File: config.mk
export PLATFORM = sky130hd
export DESIGN_NAME = intc_cmd_decoder
export DESIGN_NICKNAME = d
export VERILOG_FILES = /design/src/rtl/icd_pkg.sv /design/src/rtl/icd_init_seq.sv /design/src/rtl/icd_cmd_exec.sv /design/src/rtl/icd_read_port.sv /design/src/rtl/intc_cmd_decoder.sv
export SDC_FILE = /design/constraint.sdc
export NUM_CORES = 1
export LEC_CHECK = 0
export ABC_AREA = 1
export BUFFER_PORTS_ARGS = -buffer_cell sky130_fd_sc_hd__buf_2
export CORE_MARGIN = 5
export CORE_UTILIZATION = 47
export CTS_BUF_LIST = sky130_fd_sc_hd__clkbuf_8
export DETAILED_ROUTE_END_ITERATION = 8
export HOLD_SLACK_MARGIN = 0.1
export PLACE_DENSITY = 0.79
export SLEW_MARGIN = 10
export SYNTH_ARGS = -nofsm -noshare
export SYNTH_HDL_FRONTEND = slang
export SYNTH_SLANG_ARGS = --single-unit
File: constraint.sdc
create_clock -name clk -period 1.4 [get_ports clk]
set_clock_uncertainty 0.2 [all_clocks]
set_input_delay 0.14 -clock clk [delete_from_list [all_inputs] [get_ports clk]]
set_output_delay 0.14 -clock clk [all_outputs]
set_load 0.02 [all_outputs]
File: src/rtl/icd_pkg.sv
package icd_pkg;
  typedef enum logic [1:0] {
    ST_IDLE = 2'd0,
    ST_BASE = 2'd1,
    ST_CASC = 2'd2,
    ST_W4   = 2'd3
  } init_step_e;

  // address-0 write decode bits
  localparam int B_INIT    = 4;
  localparam int B_MODE    = 3;
  // init word bits
  localparam int B_NEED4   = 0;
  localparam int B_SINGLE  = 1;
  localparam int B_NESTED  = 4;
  localparam int B_AEOI    = 1;
  // mode command bits
  localparam int B_POLL    = 2;
  localparam int B_RSEL_EN = 1;
  localparam int B_RSEL    = 0;
  localparam int B_SMM_EN  = 6;
  localparam int B_SMM     = 5;

  typedef enum logic [2:0] {
    CMD_ROT_OFF  = 3'd0,
    CMD_EOI      = 3'd1,
    CMD_NOP      = 3'd2,
    CMD_SEOI     = 3'd3,
    CMD_ROT_ON   = 3'd4,
    CMD_EOI_ROT  = 3'd5,
    CMD_SET_PRI  = 3'd6,
    CMD_SEOI_ROT = 3'd7
  } cmd_e;
endpackage

File: src/rtl/icd_init_seq.sv
module icd_init_seq
  import icd_pkg::*;
#(
  parameter int DW = 8,
  parameter int NL = 8,
  localparam int IW = $clog2(NL)
) (
  input  logic          clk,
  input  logic          rst,
  input  logic          wr_en,
  input  logic          addr,
  input  logic [DW-1:0] wdata,
  output logic          init_go,
  output logic          init_flush,
  output logic [NL-1:0] mask_q,
  output logic [DW-1:0] base_q,
  output logic          nested_q,
  output logic          aeoi_q
);
  init_step_e step_q;
  logic       need4_q;
  logic       single_q;
  logic       dat_wr;

  assign init_go = wr_en && !addr && wdata[B_INIT];
  assign dat_wr  = wr_en && addr;

  always_ff @(posedge clk) begin
    if (rst) begin
      step_q     <= ST_IDLE;
      need4_q    <= 1'b0;
      single_q   <= 1'b0;
      mask_q     <= '0;
      base_q     <= '0;
      nested_q   <= 1'b0;
      aeoi_q     <= 1'b0;
      init_flush <= 1'b0;
    end else begin
      init_flush <= init_go;
      if (init_go) begin
        step_q   <= ST_BASE;
        need4_q  <= wdata[B_NEED4];
        single_q <= wdata[B_SINGLE];
        mask_q   <= '0;
        base_q   <= '0;
        nested_q <= 1'b0;
        aeoi_q   <= 1'b0;
      end else if (dat_wr) begin
        unique case (step_q)
          ST_IDLE: mask_q <= wdata[NL-1:0];
          ST_BASE: begin
            base_q <= {wdata[DW-1:IW], {IW{1'b0}}};
            if (!single_q)    step_q <= ST_CASC;
            else if (need4_q) step_q <= ST_W4;
            else              step_q <= ST_IDLE;
          end
          ST_CASC: step_q <= need4_q ? ST_W4 : ST_IDLE;
          ST_W4: begin
            nested_q <= wdata[B_NESTED];
            aeoi_q   <= wdata[B_AEOI];
            step_q   <= ST_IDLE;
          end
          default: step_q <= ST_IDLE;
        endcase
      end
    end
  end

  assert_init_enter_R2: assert property (@(posedge clk) disable iff (rst)
    init_go |=> (init_flush && mask_q == '0 && base_q == '0 && !nested_q && !aeoi_q && step_q == ST_BASE));

  assert_w4_needs_flag_R4: assert property (@(posedge clk) disable iff (rst)
    (step_q == ST_W4) |-> need4_q);

  assert_mask_hold_R5: assert property (@(posedge clk) disable iff (rst)
    (step_q != ST_IDLE && !init_go) |=> $stable(mask_q));
endmodule

File: src/rtl/icd_cmd_exec.sv
module icd_cmd_exec
  import icd_pkg::*;
#(
  parameter int DW = 8,
  parameter int NL = 8,
  localparam int IW = $clog2(NL)
) (
  input  logic          clk,
  input  logic          rst,
  input  logic          wr_en,
  input  logic          rd_en,
  input  logic          addr,
  input  logic [DW-1:0] wdata,
  input  logic          init_go,
  input  logic [NL-1:0] isr_set,
  input  logic [NL-1:0] poll_clr,
  input  logic          best_vld,
  input  logic [IW-1:0] best_idx,
  output logic [NL-1:0] isr_q,
  output logic [IW-1:0] ofs_q,
  output logic          rot_q,
  output logic          poll_q,
  output logic          rsel_q,
  output logic          smm_q
);
  logic          cmd_wr;
  logic          mode_wr;
  cmd_e          code;
  logic [IW-1:0] sel;
  logic [NL-1:0] eoi_clr;
  logic [IW-1:0] ofs_n;
  logic          rot_n;

  assign cmd_wr  = wr_en && !addr && !wdata[B_INIT] && !wdata[B_MODE];
  assign mode_wr = wr_en && !addr && !wdata[B_INIT] &&  wdata[B_MODE];
  assign code    = cmd_e'(wdata[DW-1:DW-3]);
  assign sel     = wdata[IW-1:0];

  always_comb begin
    eoi_clr = '0;
    ofs_n   = ofs_q;
    rot_n   = rot_q;
    if (cmd_wr) begin
      unique case (code)
        CMD_ROT_OFF, CMD_ROT_ON: rot_n = code[2];
        CMD_EOI, CMD_EOI_ROT: begin
          if (best_vld) begin
            eoi_clr[best_idx] = 1'b1;
            if (code == CMD_EOI_ROT) ofs_n = best_idx + 1'b1;
          end
        end
        CMD_SEOI: eoi_clr[sel] = 1'b1;
        CMD_SET_PRI: ofs_n = sel + 1'b1;
        CMD_SEOI_ROT: begin
          eoi_clr[sel] = 1'b1;
          ofs_n        = sel + 1'b1;
        end
        default: ;
      endcase
    end
  end

  always_ff @(posedge clk) begin
    if (rst || init_go) begin
      isr_q  <= '0;
      ofs_q  <= '0;
      rot_q  <= 1'b0;
      poll_q <= 1'b0;
      rsel_q <= 1'b0;
      smm_q  <= 1'b0;
    end else begin
      isr_q <= (isr_q & ~eoi_clr & ~poll_clr) | isr_set;
      ofs_q <= ofs_n;
      rot_q <= rot_n;
      if (mode_wr && wdata[B_POLL]) poll_q <= 1'b1;
      else if (rd_en)               poll_q <= 1'b0;
      if (mode_wr && wdata[B_RSEL_EN]) rsel_q <= wdata[B_RSEL];
      if (mode_wr && wdata[B_SMM_EN])  smm_q  <= wdata[B_SMM];
    end
  end

  assert_poll_disarm_R11: assert property (@(posedge clk) disable iff (rst)
    (rd_en && !wr_en) |=> !poll_q);

  assert_isr_rise_R12: assert property (@(posedge clk) disable iff (rst)
    1'b1 |=> ((isr_q & ~$past(isr_q) & ~$past(isr_set)) == '0));

  assert_setpri_R9: assert property (@(posedge clk) disable iff (rst)
    (cmd_wr && code == CMD_SET_PRI) |=> (ofs_q == IW'($past(wdata[IW-1:0]) + 1'b1)));
endmodule

File: src/rtl/icd_read_port.sv
module icd_read_port #(
  parameter int DW = 8,
  parameter int NL = 8,
  localparam int IW = $clog2(NL)
) (
  input  logic          clk,
  input  logic          rst,
  input  logic          rd_en,
  input  logic          addr,
  input  logic          poll_q,
  input  logic          rsel_q,
  input  logic [NL-1:0] isr_q,
  input  logic [NL-1:0] pend_in,
  input  logic [NL-1:0] mask_q,
  input  logic          win_vld,
  input  logic [IW-1:0] win_idx,
  output logic [NL-1:0] poll_clr,
  output logic [NL-1:0] pend_clr,
  output logic [DW-1:0] rdata
);
  logic poll_hit;

  assign poll_hit = rd_en && poll_q && win_vld;

  always_comb begin
    poll_clr = '0;
    if (poll_hit) poll_clr[win_idx] = 1'b1;
  end

  always_ff @(posedge clk) begin
    if (rst) begin
      rdata    <= '0;
      pend_clr <= '0;
    end else begin
      pend_clr <= poll_clr;
      if (rd_en) begin
        if (poll_q)     rdata <= win_vld ? DW'(win_idx) : DW'(NL - 1);
        else if (!addr) rdata <= rsel_q ? DW'(isr_q) : DW'(pend_in);
        else            rdata <= DW'(mask_q);
      end
    end
  end

  assert_pclr_onehot_R11: assert property (@(posedge clk) disable iff (rst)
    $onehot0(pend_clr));

  assert_poll_empty_R11: assert property (@(posedge clk) disable iff (rst)
    (rd_en && poll_q && !win_vld) |=> (rdata == DW'(NL - 1)));
endmodule

File: src/rtl/intc_cmd_decoder.sv
module intc_cmd_decoder #(
  parameter int DW = 8,
  parameter int NL = 8,
  localparam int IW = $clog2(NL)
) (
  input  logic          clk,
  input  logic          rst,
  input  logic          wr_en,
  input  logic          rd_en,
  input  logic          addr,
  input  logic [DW-1:0] wdata,
  output logic [DW-1:0] rdata,
  input  logic [NL-1:0] pend_in,
  input  logic [NL-1:0] isr_set,
  input  logic          best_vld,
  input  logic [IW-1:0] best_idx,
  input  logic          win_vld,
  input  logic [IW-1:0] win_idx,
  output logic [NL-1:0] pend_clr,
  output logic          init_flush,
  output logic [NL-1:0] inservice,
  output logic [NL-1:0] mask,
  output logic [DW-1:0] vec_base,
  output logic [IW-1:0] prio_ofs,
  output logic          nested_mode,
  output logic          auto_eoi,
  output logic          rot_aeoi,
  output logic          special_mask
);
  logic          init_go;
  logic          poll_q;
  logic          rsel_q;
  logic [NL-1:0] poll_clr;

  icd_init_seq #(.DW(DW), .NL(NL)) u_init (
    .clk        (clk),
    .rst        (rst),
    .wr_en      (wr_en),
    .addr       (addr),
    .wdata      (wdata),
    .init_go    (init_go),
    .init_flush (init_flush),
    .mask_q     (mask),
    .base_q     (vec_base),
    .nested_q   (nested_mode),
    .aeoi_q     (auto_eoi)
  );

  icd_cmd_exec #(.DW(DW), .NL(NL)) u_cmd (
    .clk      (clk),
    .rst      (rst),
    .wr_en    (wr_en),
    .rd_en    (rd_en),
    .addr     (addr),
    .wdata    (wdata),
    .init_go  (init_go),
    .isr_set  (isr_set),
    .poll_clr (poll_clr),
    .best_vld (best_vld),
    .best_idx (best_idx),
    .isr_q    (inservice),
    .ofs_q    (prio_ofs),
    .rot_q    (rot_aeoi),
    .poll_q   (poll_q),
    .rsel_q   (rsel_q),
    .smm_q    (special_mask)
  );

  icd_read_port #(.DW(DW), .NL(NL)) u_rd (
    .clk      (clk),
    .rst      (rst),
    .rd_en    (rd_en),
    .addr     (addr),
    .poll_q   (poll_q),
    .rsel_q   (rsel_q),
    .isr_q    (inservice),
    .pend_in  (pend_in),
    .mask_q   (mask),
    .win_vld  (win_vld),
    .win_idx  (win_idx),
    .poll_clr (poll_clr),
    .pend_clr (pend_clr),
    .rdata    (rdata)
  );
endmodule

==> results.json, run 1 <==
{
  "fmax_mhz": 734,
  "postCtsSetupRepairBufs": 0,
  "power.share.combinational_pct": 18.2,
  "p_int_w": 0.00246,
  "layout.nets": 524,
  "totalWireLength_um": 7480,
  "ir_drop_v": 0.000596,
  "post-route-drc-count": 0,
  "cts_tree": "built",
  "power_density_nw_per_um2": 951,
  "yosys_warnings": 0,
  "timing.rr.start": "u_cmd.poll_q$_SDFFE_PP0P_",
  "drt_iter0_drc": 226,
  "io_buffers": 81,
  "rows": 26,
  "synth_area_um2": 2440,
  "pwr-share-clk_pct": 35.5,
  "io_pins": 85,
  "grtUsageTotal_pct": 22.4,
  "die-area_um2": 6730,
  "drive_gt1_share_pct": 25.1,
  "cts_sinks": 51,
  "cpPeakStageDelay_ps": 540,
  "die_h_um": 82.0,
  "vias": 2862,
  "grt-ovfl-total": 0,
  "seqPwrFrac_pct": 46.3,
  "worst-path-buf-inv": 3,
  "setup_ws_ps": 37.8,
  "clk_pin_slew_ps": 90,
  "n_antenna_cell": 0,
  "start_util_pct": 48.0,
  "grt_setup_unrepaired": "yes",
  "dp_slack_ps": -33.2,
  "slowest_stage": "dlygate4sd3_1",
  "async_flop_share_pct": 0,
  "critPathLaunch": "win_idx[2]",
  "cts_root_buf": "clkbuf_8",
  "synth_top_area_share_pct": 41.9,
  "hold_viol": 4,
  "period_share_pct": 97.3,
  "insertion_delay_ps": 300,
  "synth_top_area_cell": "dfxtp_1",
  "failed_checks": "negative hold slack",
  "maxCapViolCount": 0,
  "fin_crit_ps": 1360,
  "leakagePower_nw": 1.73,
  "antenna_found_initial": 0,
  "crit_chain": "dlygate4sd3_1 > buf_2 > inv_1 > nand2_2 > nor3_1 > nor2_1 > nand2_1 > a21oi_1",
  "setup_viol": 0,
  "via_per_inst": 5.14,
  "utilization_pct": 69.2,
  "synth_edf_count": 0,
  "syn_to_final_growth_pct": 44.0,
  "numCtsBuffers": 5,
  "hp-class": "input port to flop",
  "switching_power_w": 0.000873,
  "hpwl_um": 5140,
  "synth_area_leaders": "dfxtp_1 (42%), nand2_1 (12%), a21oi_1 (8.2%), nor2_1 (6.6%), inv_1 (6.5%)",
  "worstSetupPathType": "input port to flop",
  "whs_ps": -91.6,
  "wl_per_cell_um": 13.4,
  "grt_max_degree": 20,
  "ys_seq_elements": 51,
  "synthFlopType": "dfxtp_1",
  "critPathRequiredTime_ps": 1400,
  "syn-mean-instance-area_um2": 6.83,
  "clockBufferDepth": 2,
  "start_kind": "input port",
  "die_w_um": 82.0,
  "min-delay-start": "win_idx[0]",
  "final_max_slew_viol_count": 0,
  "hold_buffers": 40,
  "syn-instance-count": 357,
  "switching_share_pct": 26.1,
  "drtPass1Iterations": 5,
  "run_status": "finished with violations",
  "crit_fanout": 4,
  "cp-end-kind": "flop",
  "cp_top_family": "buffers and inverters",
  "drtAntennaViolNets": 0,
  "ys_seq_area_share_pct": 41.9,
  "grt_pass1_vias": 2585,
  "ctsHtreeMaxLevel": 2,
  "coreArea_um2": 5070,
  "grt_pass1_wl_um": 11700,
  "netlist-cell-type-count": 32,
  "gp_congestion": 0.881,
  "arrival_ps": 1360
}
==> worst paths after layout <==
| path | end | cells after the start | slack (ps) |
|---|---|---|---|
| max | u_cmd.isr_q[3]$_SDFF_PP0_ | 8 | 40 |
| min | u_rd.pend_clr[4]$_SDFF_PP0_ | 2 | -90 |
| max reg2reg | u_rd.pend_clr[2]$_SDFF_PP0_ | 3 | 60 |
| min reg2reg | u_rd.rdata[7]$_SDFFE_PP0P_ | 2 | 260 |
==> stage by stage <==
step,power (W),std cells,cell area [um^2],hold slack (ps),setup TNS [ps]
6_report,0.00334,557,3510,-91.6,0
5_1_grt,0.00348,557,3510,-81.8,-74.5
4_1_cts,0.00333,557,3470,-119,0
3_5_place_dp,0.00207,509,2930,187,-59.0
3_3_place_gp,0.00206,509,2930,181,0
2_1_floorplan,0.00188,359,2440,17.4,0
==> registers in the layout (all words and copies together) (netlist names) <==
signal             flops
u_cmd.ofs_q            3
u_cmd.smm_q            1
u_init.mask_q          8
u_init.need4_q         1
u_rd.pend_clr          8
u_cmd.isr_q            8
u_init.base_q          5
u_init.single_q        1
u_cmd.rot_q            1
u_init.aeoi_q          1
u_cmd.poll_q           1
u_cmd.rsel_q           1
u_init.step_q          2
u_init.nested_q        1
u_rd.rdata             8
u_init.init_flush      1
==> metal layers <==
layer / vias to the layer above / routed length, um / GRT usage [%]
li1: 1407 / - / -
met1: 1289 / 2990 / 27.3
met2: 133 / 3640 / 37.5
met3: 33 / 548 / 4.71
met4: 0 / 299 / 10.8
met5: - / 0 / 0
==> synthesized netlist by cell type, types with 3 or more instances <==
cell	instances
dfxtp_1	51
o21ai_1	9
nor2_1	43
buf_4	3
nor3_1	7
nor4_1	6
buf_6	4
inv_1	42
clkbuf_1	3
inv_2	4
o21ai_0	29
nand3_1	18
a21oi_1	40
nand2_1	77
==> cells by family after synthesis <==
logic type / Yosys count / synth area share [%]
xor+xnor: 1 / 0.359
simple gates: 158 / 28.1
other cells: 1 / 0.154
buf+inv: 61 / 11.3
fa+ha+maj: 1 / 0.513
compound gates: 84 / 17.7
flops: 51 / 41.9
==> what timing repair did <==
action	4_1_cts	5_1_grt
endpoints found under the setup margin	11	37
hold endpoints to repair	48	7
pin swaps	0	2
gates resized for setup	1	17
gates cloned	0	0
==> power groups by stage <==
stage,logic [W],registers (W),clock network [W]
after floorplan,0.000249,0.00163,0
after global placement,0.000487,0.00158,0
after detailed placement,0.000495,0.00158,0
after CTS,0.000585,0.00154,0.00120
after global routing,0.000668,0.00155,0.00126
final,0.000608,0.00155,0.00118
==> worst reg2reg max path: stages, from the launching register on <==
cell     delay, ps
dfxtp_1        470
nand3_4        180
buf_4          200
nor4_1         190
==> cells in the final DEF, fill, tap and decap left out, drive strengths merged <==
master	n
nand3	19
o31ai	1
ha	1
conb	3
nor4	6
or2	1
bufinv	2
buf	93
clkbuf	5
nor3	9
clkinv	1
o21ai	38
a31oi	1
a21oi	40
o22ai	2
inv	48
o211ai	2
dlygate4sd3	40
dfxtp	51
nor2	44
xnor2	1
nand2	79
==> cell type report <==
type / instances / area (um^2)
fillers: 431 / 1570
multi-input cells: 247 / 1180
flip-flops and latches: 51 / 1020
repair buffers: 133 / 898
inverters: 48 / 183
well taps: 70 / 87.6
clock buffers: 5 / 68.8
clock inverters: 3 / 63.8
No activity file was read; power rests on OpenSTA's default activity.
==> inputs of run 2 (changes only) <==
Settings changed: CORE_UTILIZATION 47 to 55, PLACE_DENSITY 0.79 to 0.87.
Clock period 1.4 ns to 1.6 ns, I/O delays scaled along.
==> run 2 against run 1 <==
Compared with the run above:
- first-iteration DRC count is 54% higher
- the flow now finishes without violations
- clock power decreased by 10%
- worst setup slack worse by 32 ps
- final area decreased by 3.2%
- largest cell class unchanged
- utilization increased by 9.4 points
- sequential power is 13% lower
==> results.json, run 2 (synthesis results as in run 1) <==
{
  "gp_congestion": 0.883,
  "hold_viol": 0,
  "mostFrequentLayoutCells": "buf_2 (81), nand2_1 (77), dfxtp_1 (50), inv_1 (42), nor2_1 (41)",
  "fill_cells": 304,
  "grtUsageTotal_pct": 25.7,
  "drive_gt1_share_pct": 23.4,
  "relSlewSlack_pct": 59.4,
  "insertion_delay_ps": 310,
  "period_share_pct": 99.6,
  "hp-class": "input port to flop",
  "critPathRequiredTime_ps": 1660,
  "switching_power_w": 0.000794,
  "die-area_um2": 5860,
  "vias": 2940,
  "antenna_found_initial": 0,
  "start_util_pct": 56.4,
  "syn_to_final_growth_pct": 39.3,
  "die_w_um": 76.6,
  "post-route-drc-count": 0,
  "drtPass1Iterations": 7,
  "fin_crit_ps": 1590,
  "p_int_w": 0.00214,
  "final_common_cell": "buf_2",
  "seqPwrFrac_pct": 46.1,
  "cts_tree": "built",
  "die_h_um": 76.6,
  "wl_per_cell_um": 14.9,
  "setup_viol": 0,
  "cts_sinks": 51,
  "layout.nets": 515,
  "ir_drop_v": 0.000616,
  "drt_iter0_drc": 348,
  "clockBufferDepth": 2,
  "start_kind": "input port",
  "via_per_inst": 5.55,
  "whs_ps": 95.7,
  "power_density_nw_per_um2": 864,
  "io_pins": 85,
  "n_antenna_cell": 0,
  "grt_setup_unrepaired": "yes",
  "grt_pass1_vias": 2666,
  "run_status": "finished clean",
  "cts_root_buf": "clkbuf_8",
  "design_area_um2": 3400,
  "arrival_ps": 1660,
  "leakagePower_nw": 1.68,
  "dp_cells": 484,
  "totalWireLength_um": 7890,
  "fin_cells": 530,
  "fmax_mhz": 627,
  "pwr-share-clk_pct": 36.2,
  "final_max_slew_viol_count": 0,
  "maxCapViolCount": 0,
  "ctsHtreeMaxLevel": 2,
  "switching_share_pct": 27.1,
  "grt-ovfl-total": 0,
  "worstSetupPathType": "input port to flop",
  "power.share.combinational_pct": 17.7,
  "crit_fanout": 4,
  "drtAntennaViolNets": 0,
  "grt_max_degree": 20,
  "cp-end-kind": "flop",
  "rows": 24,
  "coreArea_um2": 4320,
  "numCtsBuffers": 5,
  "tightest_slew_ps": 607,
  "dpl_cell_area_um2": 2860,
  "hpwl_um": 5040,
  "io_buffers": 81,
  "grt_pass1_wl_um": 12500,
  "clk_pin_slew_ps": 100
}
==> run 2: changes by cell type in the layout (fill, tap and decap cells not counted), moves of 3 or more <==
cell           before  now
buf_4              13    6
dlygate4sd3_1      40   37
nor3_1              4    7
nor3_2              4    1
==> run 2: cell type report <==
cell class,count,area [um^2],area share (%)
clock inverter,3,63.8,1.88
multi-input combinational,247,1170,34.5
tap,52,65.1,1.92
inverter,48,185,5.45
clock buffer,5,68.8,2.03
timing repair buffer,124,821,24.2
sequential,51,1020,30.1
==> run 2: what timing repair did <==
action	CTS	global route
gates resized for setup	0	9
endpoints found under the setup margin	0	14
hold endpoints to repair	49	0
hold buffers	37	0
buffers inserted	0	1
==> run 2: path summary, 6_finish.rpt <==
path | startpoint | end | cells after the start | slack (ps)
min | best_idx[0] | u_cmd.isr_q[7]$_SDFF_PP0_ | 6 | 100
max | wdata[5] | u_cmd.smm_q$_SDFFE_PP0P_ | 5 | 6
min reg2reg | u_cmd.ofs_q[0]$_SDFFE_PP0P_ | u_cmd.ofs_q[0]$_SDFFE_PP0P_ | 2 | 270
max reg2reg | u_cmd.poll_q$_SDFFE_PP0P_ | u_cmd.poll_q$_SDFFE_PP0P_ | 4 | 60
==> run 2: worst max-delay path, cell delays in order <==
cell and delay [ps]:
dlygate4sd3_1 530, buf_2 140, nand3_1 110, a21oi_1 150
dlygate4sd3_1 560
==> run 2: power by group through the flow <==
stage          Clock (W)  Combinational, W  Sequential (W)
2_1_floorplan          0          0.000218         0.00143
3_3_place_gp           0          0.000411         0.00138
3_5_place_dp           0          0.000420         0.00138
4_1_cts          0.00106          0.000489         0.00135
5_1_grt          0.00112          0.000566         0.00136
6_report         0.00106          0.000519         0.00135
==> run 2: through the flow <==
step	utilization [%]	setup slack (ps)	setup TNS [ps]	total power, W
after global placement	66.1	137	0	0.00179
after detailed placement	66.1	50.5	0	0.00180
after global routing	78.5	-107	-132	0.00304
after CTS	77.7	17.4	0	0.00290
final	78.5	5.75	0	0.00293
after floorplan	-	245	0	0.00165
==> run 2: metal layers <==
metal,part of all wire [%],vias up,routed length (um),track usage [%]
met3,8.8,41,695,4.96
li1,-,1393,-,-
met4,3.8,0,302,12.9
met2,48,198,3810,43.0
met5,0,-,0,0
met1,39,1308,3080,31.1
==> inputs of run 3 (changes only) <==
--- a/config.mk
+++ b/config.mk
@@ -10,7 +10,7 @@
 export CORE_MARGIN = 5
-export CORE_UTILIZATION = 55
-export CTS_BUF_LIST = sky130_fd_sc_hd__clkbuf_8
+export CORE_UTILIZATION = 53
+export CTS_BUF_LIST = sky130_fd_sc_hd__clkbuf_16
 export DETAILED_ROUTE_END_ITERATION = 8
 export HOLD_SLACK_MARGIN = 0.1
-export PLACE_DENSITY = 0.87
+export PLACE_DENSITY = 0.84
 export SLEW_MARGIN = 10
--- a/constraint.sdc
+++ b/constraint.sdc
@@ -4,2 +4,2 @@
 set_output_delay 0.16 -clock clk [all_outputs]
-set_load 0.02 [all_outputs]
+set_load 0.1 [all_outputs]
==> run 3 against run 2 <==
Compared with the run above:
- critical path depth increased by 2
- sequential share of layout area increased by 0.48 points
- utilization is 2.2 points lower
- largest power group unchanged
==> results.json, run 3 (synthesis results as in run 1) <==
{
  "run_status": "finished clean",
  "cpMostUsedCell": "nand3_1",
  "leakagePower_nw": 1.67,
  "final_common_cell": "buf_2",
  "fmax_mhz": 655,
  "ir_drop_v": 0.000654,
  "grt_max_degree": 20,
  "die-area_um2": 6060,
  "grt-ovfl-total": 0,
  "drive_gt1_share_pct": 25.5,
  "io_buffers": 81,
  "totalWireLength_um": 7320,
  "ctsHtreeMaxLevel": 2,
  "period_share_pct": 95.4,
  "drtPass1Iterations": 7,
  "die_h_um": 77.8,
  "cts_root_buf": "clkbuf_16",
  "final_max_slew_viol_count": 0,
  "cts_tree": "built",
  "cp-end-kind": "flop",
  "clk_pin_slew_ps": 70,
  "worstSetupPathType": "input port to flop",
  "mostFrequentLayoutCells": "buf_2 (81), nand2_1 (76), dfxtp_1 (43), inv_1 (42), nor2_1 (42)",
  "dp_slack_ps": 27.9,
  "antenna_found_initial": 0,
  "grt_pass1_wl_um": 11900,
  "via_per_inst": 5.35,
  "critPathRequiredTime_ps": 1620,
  "n_antenna_cell": 0,
  "numCtsBuffers": 5,
  "fin_crit_ps": 1530,
  "total_power_w": 0.00321,
  "maxCapViolCount": 0,
  "grt_pass1_vias": 2662,
  "crit_chain": "dlygate4sd3_1 > buf_2 > clkinvlp_4 > buf_4 > nand3_1 > nand3_1 > a21oi_1",
  "cpPeakStageDelay_ps": 520,
  "use_met2_pct": 40.3,
  "die_w_um": 77.8,
  "use_met3_pct": 4.75,
  "fill_cells": 333,
  "setup_viol": 0,
  "arrival_ps": 1550,
  "grtUsageTotal_pct": 23.5,
  "clockBufferDepth": 2,
  "setup_ws_ps": 73.1,
  "fin_tns_setup_ps": 0,
  "drtAntennaViolNets": 0,
  "crit_fanout": 9,
  "io_pins": 85,
  "insertion_delay_ps": 290,
  "start_kind": "input port",
  "post-route-drc-count": 0,
  "rows": 24,
  "whs_ps": 106,
  "syn_to_final_growth_pct": 38.3,
  "vias": 2814,
  "hp-class": "input port to flop",
  "coreArea_um2": 4410,
  "busiest_layer": "met2",
  "utilization_pct": 76.4,
  "cts_sinks": 51,
  "wl_per_cell_um": 13.9,
  "drt_iter0_drc": 207,
  "gp_congestion": 0.891,
  "hpwl_um": 5120,
  "slowest_stage": "dlygate4sd3_1",
  "start_util_pct": 55.2,
  "hold_viol": 0,
  "use_met1_pct": 28.7,
  "layout.nets": 511,
  "power_density_nw_per_um2": 953
}
==> run 3: changes by cell type in the layout (fill, tap and decap cells not counted), sizes merged <==
| cell | before | now |
|---|---|---|
| dlygate4sd3 | 37 | 30 |
| clkinvlp | 1 | 3 |
| buf | 87 | 88 |
| clkinv | 1 | 2 |
| bufinv | 2 | 0 |
| dlymetal6s4s | 0 | 1 |
==> run 3: critical path: cells and delay by family <==
kind	cells	cell delay, ps
AO/OA/AOI/OAI	1	130
buffers and inverters	4	1090
AND/OR/NAND/NOR	2	150
==> run 3: worst paths after layout <==
path                            endpoint                 startpoint  depth (start not counted)  slack, ps
max           u_rd.rdata[0]$_SDFFE_PP0P_                 win_idx[0]                          7         70
min           u_rd.rdata[3]$_SDFFE_PP0P_                 pend_in[3]                          5        110
max reg2reg  u_rd.pend_clr[2]$_SDFF_PP0_  u_cmd.poll_q$_SDFFE_PP0P_                          3        130
min reg2reg     u_cmd.smm_q$_SDFFE_PP0P_   u_cmd.smm_q$_SDFFE_PP0P_                          2        260
==> run 3: timing repair <==
| action | in CTS | in global routing |
|---|---|---|
| setup buffers | 0 | 3 |
| hold endpoints to repair | 48 | 0 |
| resized for setup | 0 | 15 |
| hold buffers | 31 | 0 |
| endpoints found under the setup margin | 0 | 34 |
==> run 3: through the flow <==
step           cells  area (um^2)
2_1_floorplan    359         2450
6_report         526         3370
5_1_grt          526         3370
4_1_cts          522         3320
3_5_place_dp     483         2860
3_3_place_gp     483         2860
==> run 3: cell type report <==
cell class	instances	area (um^2)	share of cell area [%]
Timing Repair inverter	1	6.26	0.186
Tap cell	52	65.1	1.93
Clock inverter	3	20.0	0.594
Clock buffer	5	125	3.71
Timing Repair Buffer	119	771	22.9
Inverter	48	191	5.68
Multi-Input combinational cell	247	1160	34.4
Sequential cell	51	1030	30.6
==> run 3: power breakdown <==
part	switching [W]	total, W	internal [W]	leakage (nW)
clock network	0.000469	0.00105	0.000577	0.0658
registers	0.0000334	0.00136	0.00132	0.418
logic	0.000610	0.000810	0.000200	1.19
==> run 3: layer usage <==
| metal | up-vias | part of all wire, % | wire length, um |
|---|---|---|---|
| met4 | 0 | 3.1 | 227 |
| met2 | 132 | 50 | 3680 |
| li1 | 1384 | - | - |
| met5 | - | 0 | 0 |
| met1 | 1272 | 39 | 2890 |
| met3 | 26 | 7.2 | 529 |
